[src/rtl/byte_dot_acc.sv]
module byte_dot_acc #(
  parameter int LANES = 4,
  parameter int BYTES = 4
) (
  input  logic                     clk,
  input  logic                     rst_n,
  input  logic                     in_valid,
  input  logic [31:0]              instr,
  input  logic [LANES*BYTES*8-1:0] acc_in,
  input  logic [LANES*BYTES*8-1:0] src_a,
  input  logic [LANES*BYTES*8-1:0] src_b,
  output logic                     out_valid,
  output logic [LANES*BYTES*8-1:0] result,
  output logic                     illegal
);
  localparam int LW   = BYTES * 8;
  localparam int VW   = LANES * LW;
  localparam int PW   = 18;
  localparam int HALF = LANES / 2;

  logic       vec_hit, idx_hit, legal, sgn, wide;
  logic [1:0] grp;
  logic [LW-1:0] bcast;
  logic [VW-1:0] next_res;

  assign vec_hit = ~instr[31] && instr[28:24] == 5'b01110 && instr[23:22] == 2'b10
                 && ~instr[21] && instr[15:11] == 5'h12 && instr[10];
  assign idx_hit = ~instr[31] && instr[28:24] == 5'b01111 && instr[23:22] == 2'b10
                 && instr[15:12] == 4'hE && ~instr[10];
  assign legal = vec_hit || idx_hit;
  assign sgn   = ~instr[29];
  assign wide  = instr[30];
  assign grp   = {instr[11], instr[21]};
  assign bcast = src_b[grp*LW +: LW];

  for (genvar i = 0; i < LANES; i++) begin : g_lane
    logic [LW-1:0] bw, sum;
    assign bw = idx_hit ? bcast : src_b[i*LW +: LW];
    always_comb begin
      logic signed [8:0]    ea, eb;
      logic signed [PW-1:0] p;
      sum = acc_in[i*LW +: LW];
      for (int j = 0; j < BYTES; j++) begin
        ea  = {sgn & src_a[i*LW + 8*j + 7], src_a[i*LW + 8*j +: 8]};
        eb  = {sgn & bw[8*j + 7], bw[8*j +: 8]};
        p   = PW'(ea * eb);
        sum = sum + {{(LW-PW){p[PW-1]}}, p};
      end
    end
    if (i < HALF) begin : g_low
      assign next_res[i*LW +: LW] = sum;
    end else begin : g_high
      assign next_res[i*LW +: LW] = wide ? sum : '0;
    end
  end

  always_ff @(posedge clk or negedge rst_n) begin
    if (!rst_n) begin
      out_valid <= 1'b0;
      illegal   <= 1'b0;
      result    <= '0;
    end else begin
      out_valid <= in_valid;
      illegal   <= in_valid && !legal;
      if (in_valid) result <= legal ? next_res : acc_in;
    end
  end
endmodule

[config.mk]
export PLATFORM = sky130hd
export DESIGN_NAME = byte_dot_acc
export DESIGN_NICKNAME = d
export VERILOG_FILES = /design/src/rtl/byte_dot_acc.sv
export SDC_FILE = /design/constraint.sdc
export NUM_CORES = 2
export LEC_CHECK = 0
export ABC_AREA = 1
export CORE_MARGIN = 2
export CORE_UTILIZATION = 45
export CTS_CLUSTER_SIZE = 24
export DETAILED_ROUTE_END_ITERATION = 12
export PLACE_DENSITY = 0.64
export SYNTH_ARGS = -nofsm -noshare
export SYNTH_HDL_FRONTEND = slang
export SYNTH_SLANG_ARGS = --single-unit
export TNS_END_PERCENT = 20
[constraint.sdc]
create_clock -name clk -period 2.6 [get_ports clk]
set_clock_uncertainty 0.15 [all_clocks]
set_input_delay 0.26 -clock clk [delete_from_list [all_inputs] [get_ports clk]]
set_output_delay 0.26 -clock clk [all_outputs]
set_load 0.01 [all_outputs]
==> impl_metrics.ini <==
[floorplanning]
rows = 146
io_pins = 549
die_x_um = 402
coreArea_mm2 = 0.158
dieArea_mm2 = 0.162
die_h_um = 402
start_util_pct = 45.2

[sta]
rsz0062_at_grt = yes
max_freq_ghz = 0.115
hold_violations = 0
fin_crit_sh_pct = 334
slew_viol_final = 0
setup_viol = 128
maxSlewHeadroom_pct = 32.9
layout_min_cycle_time_ns = 8.70
worstMarginPinSlew_ns = 1.00
fin_ws_ns = -6.10
whs_ns = 0.194

[run_status]
outcome = finished with violations
violations = negative setup slack

[yosys]
synth_top_area_share_pct = 41.7
syn-cell-area_mm2 = 0.0714
netlist_top_cells_count = inv_1, nand2_1, fa_1
yosysMostFrequentCell = inv_1
syn-num-nets = 11653
synth_ff_type = dfrtp_1
synth_seq_area_share_pct = 4.56
synth_edf_count = 0
synth_top_area_cell = fa_1
yosysWarnings = 0
synth.distinct_cells = 60
synthCells = 9010
async_flop_share_pct = 100
synth_seq_cells = 130
synthTopCellsByArea = fa_1, ha_1, inv_1, nand2_1, dfrtp_1
synth.avg_cell_area_um2 = 7.92

[global_routing]
grt_pass1_vias = 73180
gr-usage-all-layers_pct = 35.2
overflow = 0
grt_first_pass_wirelength_mm = 430
antenna_found_initial = 43
grt_max_degree = 73

[critical_path]
criticalPathCategory = in -> reg
worstPathArrival_ns = 9.02
crit_fanout = 14
critPathRequiredTime_ns = 2.92
cp-end-kind = register
start_kind = primary input
cp_common_cell = fa_1
slowest_stage = fa_1
slowest_delay_ns = 0.57

[hold_path]
hold_path.class = in -> reg

[clock_network]
numCtsBuffers = 17
cts_tree = yes
clk_latency_ns = 0.57
clock-root-buffer = clkbuf_16
clk_pin_slew_worst_paths_ns = 0.09
clock-sinks = 130
clock_tree.htree_level_count = 4
cts_max_path_buffers = 2

[job]
drv_cap = 0

[drt]
ant_nets = 0
wire_per_inst_um = 20.7
drtIter0Drc = 4862
drc = 0
drt-total-wl_mm = 284
route.vias.total = 69795
drtPass1Iterations = 6
vias_per_cell = 5.08

[placement]
io_buffers = 533
dp_hpwl_mm = 247
dp_slack_ns = -7.68
gp_congestion = 1.03

[final_layout]
syn2layout_area_growth_pct = 44.8
layout.nets = 14288
utilization_pct = 65.4
drive_above_1_share_pct = 28.8
[worst max-delay path, delay by kind of cell]
kind / cells / cell delay, ns
compound gates: 7 / 1.04
fa+ha+maj: 10 / 4.81
simple gates: 9 / 1.03
xor+xnor: 1 / 0.19
buf+inv: 13 / 1.62
[kinds of logic (layout without fill, tap and decap cells)]
logic type	after synthesis	count (layout)	synth area share (%)
adder cells (fa/ha/maj)	2224	2224	54.6
AO/OA/AOI/OAI	988	988	7.99
other	0	18	0
flip-flops	130	130	4.56
buffers and inverters	2494	5142	13.2
XOR/XNOR	272	272	3.34
AND/OR/NAND/NOR	2902	2902	16.3
[sequential cells by signal (all words and copies together) (netlist names)]
name and cells:
out_valid 1, result 128, illegal 1
[repair_timing]
| item | CTS | global route |
|---|---|---|
| endpoints found under the setup margin | 128 | 141 |
| buffers inserted | 87 | 111 |
| gates resized for setup | 743 | 734 |
| endpoints found under the hold margin | 130 | 0 |
| hold buffers | 3 | 0 |
| pin swaps | 199 | 310 |
| gates cloned | 6 | 2 |
[per-layer routing]
metal | global-route usage, % | vias up | part of all wire (%)
li1 | - | 32298 | -
met1 | 46.9 | 34779 | 42
met2 | 57.7 | 2241 | 47
met3 | 6.35 | 439 | 7.3
met4 | 12.4 | 38 | 4.0
met5 | 0 | - | 0.088
[layout by cell type, fill, tap and decap left out, drive strengths merged, types with 10 or more instances in the layout]
cell type / n
nand4: 21
clkdlybuf4s50: 489
a221o: 10
xnor2: 120
clkbuf: 18
nor4: 11
dfrtp: 130
or2: 78
dlygate4sd2: 17
o21ai: 304
xor2: 152
fa: 1488
diode: 18
dlymetal6s2s: 10
nor3: 54
clkinv: 24
nand3b: 14
nand3: 209
o211ai: 21
inv: 2368
a21boi: 11
a21o: 39
a22oi: 83
a21oi: 423
ha: 736
buf: 2202
a31oi: 23
nor2: 784
nand2: 1725
o21bai: 31
[layout make-up]
class                      instances  area [µm²]
inverter                        2386        9120
sequential                       130        3250
timing repair inverter             1        16.3
antenna                           18        45.0
multi-input combinational       6386       64400
clock buffer                      17         425
clock inverter                    15         173
tap                             2072        2590
timing repair buffer            2723       23400
fill                           13550       54600
[final timing paths]
| kind | start | to | slack (ns) | cells past startpoint |
|---|---|---|---|---|
| max | instr[11] | result[55] | -6.10 | 40 |
| min | acc_in[58] | result[58] | 0.19 | 3 |
| max reg2reg | result[55] | result[55] | 1.53 | 3 |
| min reg2reg | result[28] | result[28] | 0.34 | 2 |
| max in group asynchronous | rst_n | result[80] | 0.01 | 4 |
| min in group asynchronous | rst_n | result[55] | 0.58 | 3 |
[metrics by stage]
stage	setup TNS, ns	std cells	area [µm²]
3_3_place_gp	-810.17	13505	95500
2_1_floorplan	-584.84	9010	72200
4_1_cts	-633.76	13628	99500
5_1_grt	-675.31	13741	103000
3_5_place_dp	-813.19	13505	95500
6_report	-641.65	13748	103000
Power is not shown: default switching activity piles up to over one toggle a cycle in this logic, so the estimate is an artifact.
